[src/rtl/tmr_pkg.sv]
package tmr_pkg;
  typedef enum logic [1:0] {CK_DIV4 = 2'b00, CK_DIV8 = 2'b01, CK_DIV16 = 2'b10, CK_EXT = 2'b11} clk_sel_e;
  typedef enum logic [1:0] {MD_INTERVAL = 2'b00, MD_CAP_RISE = 2'b01, MD_CAP_FALL = 2'b10, MD_CAP_BOTH = 2'b11} mode_e;
  typedef enum logic [1:0] {RA_CTRL = 2'b00, RA_DATA = 2'b01, RA_COUNT = 2'b10, RA_NONE = 2'b11} reg_addr_e;
endpackage

[src/rtl/tmr_edge_sync.sv]
module tmr_edge_sync #(
  parameter int STAGES = 2
) (
  input  logic clk,
  input  logic rst_n,
  input  logic din,
  output logic sync_q,
  output logic prev_q
);
  logic [STAGES:0] sh;

  always_ff @(posedge clk or negedge rst_n) begin
    if (!rst_n) sh <= '0;
    else        sh <= {sh[STAGES-1:0], din};
  end

  assign sync_q = sh[STAGES-1];
  assign prev_q = sh[STAGES];
endmodule

[src/rtl/tmr_tick_gen.sv]
module tmr_tick_gen
  import tmr_pkg::*;
#(
  parameter int SYNC_STAGES = 2
) (
  input  logic     clk,
  input  logic     rst_n,
  input  clk_sel_e sel,
  input  logic     ext_in,
  output logic     tick
);
  localparam int PSC_W = 4;

  logic [PSC_W-1:0] psc;
  logic ext_sync, ext_prev;

  always_ff @(posedge clk or negedge rst_n) begin
    if (!rst_n) psc <= '0;
    else        psc <= psc + PSC_W'(1);
  end

  tmr_edge_sync #(.STAGES(SYNC_STAGES)) u_ext_sync (
    .clk(clk), .rst_n(rst_n), .din(ext_in), .sync_q(ext_sync), .prev_q(ext_prev)
  );

  always_comb begin
    case (sel)
      CK_DIV4:  tick = &psc[1:0];
      CK_DIV8:  tick = &psc[2:0];
      CK_DIV16: tick = &psc[3:0];
      default:  tick = ext_sync & ~ext_prev;
    endcase
  end
endmodule

[src/rtl/tmr_count_core.sv]
module tmr_count_core
  import tmr_pkg::*;
#(
  parameter int CNT_W = 16
) (
  input  logic             clk,
  input  logic             rst_n,
  input  logic             tick,
  input  mode_e            mode,
  input  logic             sw_clr,
  input  logic             cap_sync,
  input  logic             cap_prev,
  input  logic             cmp_wr,
  input  logic [CNT_W-1:0] cmp_wdata,
  output logic [CNT_W-1:0] cnt,
  output logic [CNT_W-1:0] data,
  output logic             match_evt,
  output logic             ovf_evt,
  output logic             cap_evt
);
  localparam logic [CNT_W-1:0] CNT_MAX = '1;

  logic cap_rise, cap_fall;

  assign cap_rise = cap_sync & ~cap_prev;
  assign cap_fall = ~cap_sync & cap_prev;

  always_comb begin
    case (mode)
      MD_CAP_RISE: cap_evt = cap_rise;
      MD_CAP_FALL: cap_evt = cap_fall;
      MD_CAP_BOTH: cap_evt = cap_rise | cap_fall;
      default:     cap_evt = 1'b0;
    endcase
  end

  assign match_evt = tick && (mode == MD_INTERVAL) && (cnt == data);
  assign ovf_evt   = tick && !match_evt && (cnt == CNT_MAX);

  always_ff @(posedge clk or negedge rst_n) begin
    if (!rst_n)                   cnt <= '0;
    else if (sw_clr || match_evt) cnt <= '0;
    else if (tick)                cnt <= cnt + CNT_W'(1);
  end

  always_ff @(posedge clk or negedge rst_n) begin
    if (!rst_n)                              data <= '0;
    else if (cap_evt)                        data <= cnt;
    else if (cmp_wr && mode == MD_INTERVAL)  data <= cmp_wdata;
  end


  match_clear_chk: assert property (@(posedge clk) disable iff (!rst_n)
    match_evt |=> (cnt == '0));

  wrap_zero_chk: assert property (@(posedge clk) disable iff (!rst_n)
    ovf_evt |=> (cnt == '0));

  count_step_chk: assert property (@(posedge clk) disable iff (!rst_n)
    (tick && !sw_clr && !match_evt && !ovf_evt) |=> (cnt == $past(cnt) + CNT_W'(1)));

  cap_load_chk: assert property (@(posedge clk) disable iff (!rst_n)
    cap_evt |=> (data == $past(cnt)));

  cmp_hold_chk: assert property (@(posedge clk) disable iff (!rst_n)
    (mode != MD_INTERVAL && !cap_evt) |=> $stable(data));
endmodule

[src/rtl/interval_capture_timer.sv]
module interval_capture_timer
  import tmr_pkg::*;
#(
  parameter int CNT_W       = 16,
  parameter int SYNC_STAGES = 2
) (
  input  logic             clk,
  input  logic             rst_n,
  input  logic             bus_wr,
  input  logic [1:0]       bus_addr,
  input  logic [CNT_W-1:0] bus_wdata,
  output logic [CNT_W-1:0] bus_rdata,
  input  logic             tff_in,
  input  logic             cap_in,
  input  logic             ovf_ack,
  output logic             irq_ovf,
  output logic             irq_mc
);
  clk_sel_e         clk_sel_q;
  mode_e            mode_q;
  logic             en_ovf_q, en_mc_q, mc_pend_q, ovf_pend_q;
  logic             tick, cap_sync, cap_prev;
  logic             match_evt, ovf_evt, cap_evt, mc_set;
  logic             ctrl_wr, sw_clr, cmp_wr;
  logic [CNT_W-1:0] cnt, data;
  reg_addr_e        addr;

  assign addr    = reg_addr_e'(bus_addr);
  assign ctrl_wr = bus_wr && addr == RA_CTRL;
  assign sw_clr  = ctrl_wr && bus_wdata[3];
  assign cmp_wr  = bus_wr && addr == RA_DATA;
  assign mc_set  = match_evt | cap_evt;

  tmr_tick_gen #(.SYNC_STAGES(SYNC_STAGES)) u_tick (
    .clk(clk), .rst_n(rst_n), .sel(clk_sel_q), .ext_in(tff_in), .tick(tick)
  );

  tmr_edge_sync #(.STAGES(SYNC_STAGES)) u_cap_sync (
    .clk(clk), .rst_n(rst_n), .din(cap_in), .sync_q(cap_sync), .prev_q(cap_prev)
  );

  tmr_count_core #(.CNT_W(CNT_W)) u_core (
    .clk(clk), .rst_n(rst_n), .tick(tick), .mode(mode_q), .sw_clr(sw_clr),
    .cap_sync(cap_sync), .cap_prev(cap_prev), .cmp_wr(cmp_wr), .cmp_wdata(bus_wdata),
    .cnt(cnt), .data(data), .match_evt(match_evt), .ovf_evt(ovf_evt), .cap_evt(cap_evt)
  );

  always_ff @(posedge clk or negedge rst_n) begin
    if (!rst_n) begin
      clk_sel_q <= CK_DIV4;
      mode_q    <= MD_INTERVAL;
      en_ovf_q  <= 1'b0;
      en_mc_q   <= 1'b0;
    end else if (ctrl_wr) begin
      clk_sel_q <= clk_sel_e'(bus_wdata[7:6]);
      mode_q    <= mode_e'(bus_wdata[5:4]);
      en_ovf_q  <= bus_wdata[2];
      en_mc_q   <= bus_wdata[1];
    end
  end

  always_ff @(posedge clk or negedge rst_n) begin
    if (!rst_n)                         mc_pend_q <= 1'b0;
    else if (mc_set)                    mc_pend_q <= 1'b1;
    else if (ctrl_wr && !bus_wdata[0])  mc_pend_q <= 1'b0;
  end

  always_ff @(posedge clk or negedge rst_n) begin
    if (!rst_n)       ovf_pend_q <= 1'b0;
    else if (ovf_evt) ovf_pend_q <= 1'b1;
    else if (ovf_ack) ovf_pend_q <= 1'b0;
  end

  assign irq_ovf = ovf_pend_q & en_ovf_q;
  assign irq_mc  = mc_pend_q & en_mc_q;

  always_comb begin
    case (addr)
      RA_CTRL:  bus_rdata = CNT_W'({clk_sel_q, mode_q, 1'b0, en_ovf_q, en_mc_q, mc_pend_q});
      RA_DATA:  bus_rdata = data;
      RA_COUNT: bus_rdata = cnt;
      default:  bus_rdata = '0;
    endcase
  end


  mc_set_wins_chk: assert property (@(posedge clk) disable iff (!rst_n)
    mc_set |=> mc_pend_q);

  ovf_ack_chk: assert property (@(posedge clk) disable iff (!rst_n)
    (ovf_ack && !ovf_evt) |=> !ovf_pend_q);

  ovf_set_chk: assert property (@(posedge clk) disable iff (!rst_n)
    ovf_evt |=> ovf_pend_q);
endmodule

[config.mk]
export PLATFORM = sky130hd
export DESIGN_NAME = interval_capture_timer
export DESIGN_NICKNAME = d
export VERILOG_FILES = /design/src/rtl/tmr_pkg.sv /design/src/rtl/tmr_edge_sync.sv /design/src/rtl/tmr_tick_gen.sv /design/src/rtl/tmr_count_core.sv /design/src/rtl/interval_capture_timer.sv
export SDC_FILE = /design/constraint.sdc
export NUM_CORES = 1
export LEC_CHECK = 0
export ABC_AREA = 1
export CAP_MARGIN = 25
export CORE_MARGIN = 2
export CORE_UTILIZATION = 51
export CTS_BUF_LIST = sky130_fd_sc_hd__clkbuf_8
export CTS_CLUSTER_SIZE = 24
export DETAILED_ROUTE_END_ITERATION = 8
export PLACE_DENSITY = 0.79
export SLEW_MARGIN = 0
export SYNTH_ARGS = -nofsm -noshare
export SYNTH_HDL_FRONTEND = slang
export SYNTH_HIERARCHICAL = 1
export SYNTH_SLANG_ARGS = --single-unit
[constraint.sdc]
create_clock -name clk -period 1.7 [get_ports clk]
set_input_delay 0.425 -clock clk [delete_from_list [all_inputs] [get_ports clk]]
set_output_delay 0.425 -clock clk [all_outputs]
set_load 0.02 [all_outputs]
## Yosys cells after proc, flatten, opt, wreduce, memory -nomap -nowiden

Cells that the tools add are included.

- Output and inout port bits: 18
- Bits in registers: 50
- Word-level logic and storage cells: 65
- Input port bits: 24

- Add/subtract/negate cells: 2
- Multiplexer cells: 11
- Eq/ne operators: 9
- Bitwise gates (word level): 10
- Reduce and logical (&&, ||, !) cells: 22

Operator list:

| kind | number |
|---|---|
| 2-to-1 mux 16 bit | 4 |
| case mux 16 bit (3 select lines) | 1 |
| adder 16 x 1 -> 16 bit (second input constant) | 1 |
| == test 16 bit | 1 |
| == test 16 bit (second input constant) | 1 |
| logical AND 1 bit | 9 |
| == test 2 bit (second input constant) | 4 |
| nonzero test 2 bit | 4 |
| == test 2 x 1 -> 1 bit (second input constant) | 3 |
| zero test 2 bit | 3 |
| case mux 1 bit (3 select lines) | 2 |
| bitwise AND 1 bit | 5 |
| adder 4 x 1 -> 4 bit (second input constant) | 1 |
| 2-to-1 mux 1 bit | 4 |
| AND reduction 4 bit | 1 |
| NOT 1 bit | 3 |
| AND reduction 3 bit | 1 |
| zero test 1 bit | 2 |
| bitwise OR 1 bit | 2 |
| AND reduction 2 bit | 1 |
| logical OR 1 bit | 1 |

## Longest topological paths before layout

- Depth after elaboration: 9
- Gate-level depth with buffers: 15

## Hierarchy

Netlist, hierarchy kept.

Modules (own cells, without submodules):

| module | sequential area each (um2) | instances | area an instance (um2) | cells an instance |
|---|---|---|---|---|
| tmr_count_core | 800.8 | 1 | 1,955.6 | 265 |
| interval_capture_timer | 200.2 | 1 | 620.6 | 105 |
| tmr_tick_gen | 100.1 | 1 | 185.2 | 19 |
| tmr_edge_sync | 75.1 | 2 | 75.1 | 3 |

## Least setup slack after synthesis

OpenSTA, ideal clock, no wires.

- Path type: register to register
- Start: register u_tick.psc[0]
- End: register ovf_pend_q
- Arrival time: 1,735 ps
- Stages on the path, launching flop included: 15
- Library setup time: 78 ps
- Clock period less this slack: 1,813 ps
- Slack: -113 ps
- Buffers on the path: 1
- Path through: dfrtp_1 -> ha_1 -> ha_1 -> nand2_1 -> nand2_1 -> nand2_1 -> nand2_1 -> buf_2 -> inv_2 -> nor3_2 -> nand2_2 -> nor2_1 -> nand3_1 -> nor2_1 -> o21bai_1

- Cells in the longest elaborated chain, start to end: 8

Ends and longest elaborated chain:

| what | line | text |
|---|---|---|
| start: declaration | tmr_tick_gen.sv:14 | `logic [PSC_W-1:0] psc;` |
| start signal: assignment | tmr_tick_gen.sv:19 | `else psc <= psc + PSC_W'(1);` |
| AND reduction 4 bit, or another cell as far along | tmr_tick_gen.sv:30 | `CK_DIV16: tick = &psc[3:0];` |
| case mux 1 bit (3 select lines) (*) | tmr_tick_gen.sv:27 | `case (sel)` |
| net tick | interval_capture_timer.sv:22 | `logic tick, cap_sync, cap_prev;` |
| logical AND 1 bit (2 in a row) | tmr_count_core.sv:37 | `assign match_evt = tick && (mode == MD_INTERVAL) && (cnt == data);` |
| zero test 1 bit | tmr_count_core.sv:38 | `assign ovf_evt = tick && !match_evt && (cnt == CNT_MAX);` |
| logical AND 1 bit (*) (2 in a row) | tmr_count_core.sv:38 |  |
| net ovf_evt | interval_capture_timer.sv:23 | `logic match_evt, ovf_evt, cap_evt, mc_set;` |
| 2-to-1 mux 1 bit / nonzero test 2 bit (equally long branches) | -- |  |
| end signal: assignment | interval_capture_timer.sv:69 | `if (!rst_n) ovf_pend_q <= 1'b0;` |
| end signal: assignment | interval_capture_timer.sv:70 | `else if (ovf_evt) ovf_pend_q <= 1'b1;` |
| end signal: assignment | interval_capture_timer.sv:71 | `else if (ovf_ack) ovf_pend_q <= 1'b0;` |
| end: declaration | interval_capture_timer.sv:21 | `logic en_ovf_q, en_mc_q, mc_pend_q, ovf_pend_q;` |

The timed path passes the listed nets; every way through them passes the cells marked *.
A chain may end at the register's enable or synchronous reset.

## Worst setup path after layout

- Start: register u_tick.psc[0]
- End: register u_core.cnt[11]

- Cells in the longest elaborated chain, start to end: 6

Ends and longest elaborated chain:

| what | line | text |
|---|---|---|
| AND reduction 4 bit, or another cell as far along | tmr_tick_gen.sv:30 |  |
| case mux 1 bit (3 select lines) (*) | tmr_tick_gen.sv:27 |  |
| net tick | interval_capture_timer.sv:22 |  |
| logical AND 1 bit (2 in a row) | tmr_count_core.sv:37 |  |
| logical OR 1 bit | tmr_count_core.sv:42 | `else if (sw_clr \|\| match_evt) cnt <= '0;` |
| 2-to-1 mux 16 bit / nonzero test 2 bit (equally long branches) | -- |  |
| end signal: assignment | tmr_count_core.sv:43 | `else if (tick) cnt <= cnt + CNT_W'(1);` |
| end: declaration | tmr_count_core.sv:15 | `output logic [CNT_W-1:0] cnt,` |

Marks and branches as above.

==> results summary <==
The depth of the most critical reg-to-reg path is 15. Total power for the finished layout comes to 3.38 mW. The number of buffers added by the clock tree synthesis step came out at 5.

Of the total power, registers draw 45.2%. In this run the power spent charging and discharging nets is 1.25 mW. Setup repair after global routing could not meet its margin everywhere. For the pin with the worst max-slew slack, the measured transition is 0.382 ns. Averaged over all synthesized cells, the footprint is 7.37 um^2. The floorplan die width is 79.6 um. The final RePlAce weighted congestion is 0.907. The half-perimeter wire length after detailed placement is 5400 um. Including well taps, the total number of placed cells is 534. The tightest min-delay check is of the primary input to async pin type.

The analysis attributes to cell leakage a power of 2.05 nW. The total overflow left after global routing is 0. The number of vias per cell after detailed routing came out at 5.22.

The number of detailed-routing iterations run before antenna repair came out at 5. The pin count of the biggest net entering global routing is 51. Dividing total power by cell area gives a power density of 865 nW/um^2. Synthesis produced a netlist with a net count of 424.

The maximum level of the CTS H-tree is 2. The synthesized netlist cell count came out at 395. The initial antenna violation count came out at 0. The standard-cell row count is 27. The setup slack on the worst flop-to-flop path came out at -0.20 ns. The required time of the critical path came out at 1.94 ns. The I/O pin count came out at 42. The internal power is 2.13 mW. The routed design has 8250 um of wire.

The number of warnings reported in the yosys synthesis log is 6. The flow ran to the end, but the final reports show violations. The worst setup path is captured at a flop.

The final hold violation count is 0. The effective utilization at floorplan came out at 52.9%. The number of diodes added for antenna fixing came out at 0. Of the available clock period, the critical path in the final layout requires 112%. The shortest clock period the worst path allows after layout came out at 1.90 ns. The port buffer count came out at 41. In the routed design, unresolved DRC markers number 0. After clock tree synthesis, the clock-pin slew on the worst setup and hold paths is 0.10 ns. The fraction of layout instances using a drive strength above 1 is 26.5%. The post-synthesis to final-layout area growth came out at 34.3%. The clock skew is 0.00662 ns. Hold repair after CTS inserted 0 buffers.

The combinational share of power came out at 32.7%. The clock tree buffer depth is 2. Summing every instance area after synthesis gives 2910 um^2. The top achievable clock speed is 528 MHz. The core area is 5510 um^2. The sequential cell area fraction in the yosys report came out at 43.0%. Summed over all instances, the cell type with the most area after synthesis is sky130_fd_sc_hd__dfrtp_1. The number of slew-limit violations in the final report was 0. At the worst endpoint, the arrival time is 2.14 ns. The final hold slack came out at 0.0883 ns.

The minimum setup slack in the final design is -0.196 ns. OpenSTA, run right after detailed placement, puts the worst setup slack at -0.821 ns. The fraction of power consumed by the clock network is 22.1%.

The largest voltage drop on the vdd net came out at 0.494 mV. The final setup violation count came out at 18. The count of non-filler cells in the finished layout came out at 548. Yosys attributes the largest share of cell area to sky130_fd_sc_hd__dfrtp_1 43%, sky130_fd_sc_hd__nand2_1 22%, sky130_fd_sc_hd__inv_1 4.6%. The detail-routed net length per standard cell came out at 15.1 um. The clock insertion delay at the later pin of the skew report came out at 0.31 ns. The via count of the first global-routing pass is 2,646. The checks that failed: negative setup slack. The global-route usage over all layers is 25.5%. After synthesis the netlist holds a flip-flop and latch count of 50. The overall die height came out at 79.6 um. The highest fanout seen on the critical path is 4.

The total number of vias is 2,858. For this block, the initial DRC count from the detailed router was 243. The clock tree from TritonCTS is built. The area share of the leading cell type in the synthesized netlist is 43.0%.

The worst setup path is of the flop to flop kind. The tree built by TritonCTS fans out to 50 sinks. The net count reported at finish is 504. The die covers 6330 um^2. The detail route stage leaves a number of antenna-violating nets equal to 0. Of the total power, the share spent switching nets is 37.1%. The number of distinct standard cells referenced by the synthesized netlist came out at 30. Headroom to the max-slew limit came out at 74.5%. The tool flagged a number of max-cap violations equal to 0. The worst setup path is launched from a flop. The first-pass GRT wire length is 12,700 um. The root buffer cell chosen for the clock tree is sky130_fd_sc_hd__clkbuf_8.
## Yosys cell counts (all sizes together)
master	instances
nand2	174
dfrtp	50
inv	47
nor2	39
nand3	27
a22oi	16
buf	7
xnor2	7
ha	5
xor2	5
nand4	4
nor3	3
o21ai	3
clkbuf	2
a21oi	1
and3	1
mux2i	1
nand3b	1
nor3b	1
o21bai	1
## state kept, by name, summed over array words and instances (netlist names), 2 cells and up
name                  count
u_core/data              16
u_core/cnt               16
clk_sel_q                 2
u_cap_sync/sh             3
u_tick/psc                4
mode_q                    2
u_tick/u_ext_sync/sh      3
## placed cells by master, fill, tap and decap left out, types with 2 or more instances in the layout
cell type                         netlist  final
sky130_fd_sc_hd__nand2_1              170    162
sky130_fd_sc_hd__dfrtp_1               50     50
sky130_fd_sc_hd__clkbuf_8               0      5
sky130_fd_sc_hd__clkinv_4               0      2
sky130_fd_sc_hd__nor2_1                21     14
sky130_fd_sc_hd__inv_1                 36     36
sky130_fd_sc_hd__nand4_1                4      4
sky130_fd_sc_hd__nand3_1               26     23
sky130_fd_sc_hd__inv_2                 11     10
sky130_fd_sc_hd__nand3_2                1      3
sky130_fd_sc_hd__clkdlybuf4s50_1        0     20
sky130_fd_sc_hd__nand2_8                0      2
sky130_fd_sc_hd__nor2_2                16     18
sky130_fd_sc_hd__dlygate4sd2_1          0      2
sky130_fd_sc_hd__nand2_2                3     11
sky130_fd_sc_hd__xnor2_1                7      7
sky130_fd_sc_hd__ha_4                   0      2
sky130_fd_sc_hd__xor2_1                 5      4
sky130_fd_sc_hd__nor3_1                 2      2
sky130_fd_sc_hd__o21ai_1                3      2
sky130_fd_sc_hd__buf_12                 1      5
sky130_fd_sc_hd__buf_2                  2     16
sky130_fd_sc_hd__buf_6                  1      6
sky130_fd_sc_hd__ha_1                   5      3
sky130_fd_sc_hd__nor2_4                 2      7
sky130_fd_sc_hd__buf_4                  3     31
sky130_fd_sc_hd__a22oi_1               16     16
## layer usage
metal | GRT usage (%) | vias up | part of all wire [%]
met5 | 0 | - | 0
met4 | 8.10 | 0 | 1.8
met3 | 3.39 | 15 | 6.4
met2 | 41.1 | 115 | 49
met1 | 35.7 | 1349 | 43
li1 | - | 1379 | -
## area by class of cell
type                    instances  area [um^2]
flip-flops and latches         50         1250
clock inverters                 3         28.8
clock buffers                   5         68.8
inverters                      47          179
repair buffers                 81          723
fillers                       404         1600
multi-input cells             290         1570
well taps                      72         90.1
## kinds of logic (layout without fill, tap and decap cells)
| logic type | Yosys count | after routing | share of synthesized area [%] |
|---|---|---|---|
| flip-flops | 50 | 50 | 43.0 |
| buffers and inverters | 56 | 136 | 8.51 |
| AO/OA/AOI/OAI | 21 | 21 | 5.07 |
| adder cells (fa/ha/maj) | 5 | 5 | 2.15 |
| XOR/XNOR | 12 | 12 | 3.61 |
| multiplexers | 1 | 1 | 0.344 |
| AND/OR/NAND/NOR | 250 | 251 | 37.3 |
## worst max-delay path, cell delays in order (launching register included)
cell and delay [ns]:
sky130_fd_sc_hd__dfrtp_1 0.41, sky130_fd_sc_hd__ha_4 0.17, sky130_fd_sc_hd__ha_4 0.12, sky130_fd_sc_hd__nand2_2 0.03
sky130_fd_sc_hd__nand2_1 0.04, sky130_fd_sc_hd__nand2_1 0.06, sky130_fd_sc_hd__nand2_2 0.10, sky130_fd_sc_hd__buf_6 0.11
sky130_fd_sc_hd__inv_4 0.04, sky130_fd_sc_hd__nor2_4 0.11, sky130_fd_sc_hd__nor3b_4 0.23, sky130_fd_sc_hd__buf_6 0.14
sky130_fd_sc_hd__nand2_2 0.05, sky130_fd_sc_hd__nand2_2 0.07, sky130_fd_sc_hd__nand2_2 0.06, sky130_fd_sc_hd__nor2_2 0.07
## worst paths after layout
kind | end | from
worst max-delay path | u_core/cnt[11] | u_tick/psc[0]
worst max register to register | u_core/cnt[11] | u_tick/psc[0]
max in group asynchronous | u_core/cnt[8] | rst_n
min in group clk | u_tick/u_ext_sync/sh[1] | u_tick/u_ext_sync/sh[0]
worst min register to register | u_tick/u_ext_sync/sh[1] | u_tick/u_ext_sync/sh[0]
worst min-delay path | en_mc_q | rst_n
## power by group through the flow
stage,logic (mW),registers (mW),clock network (mW)
2_1_floorplan,0.585,1.54,0
3_3_place_gp,1.03,1.54,0
3_5_place_dp,1.05,1.54,0
4_1_cts,1.03,1.52,0.756
5_1_grt,1.22,1.55,0.800
6_report,1.11,1.53,0.747
## per-stage QoR
stage	TNS [ns]	util [%]	area [um^2]
after floorplan	-0.155	-	2930
after global placement	-17.57	66.7	3670
after detailed placement	-18.95	66.7	3670
after CTS	-1.25	68.2	3760
after global routing	-4.98	71.0	3910
final	-2.55	71.0	3910
## repair_timing
item                                    in CTS  in global routing
cloned                                       1                  1
pin swaps                                    3                 21
gates resized for setup                     81                 33
endpoints found under the setup margin      36                 34
buffers inserted                             2                  3
No activity file was read; power rests on OpenSTA's default activity.
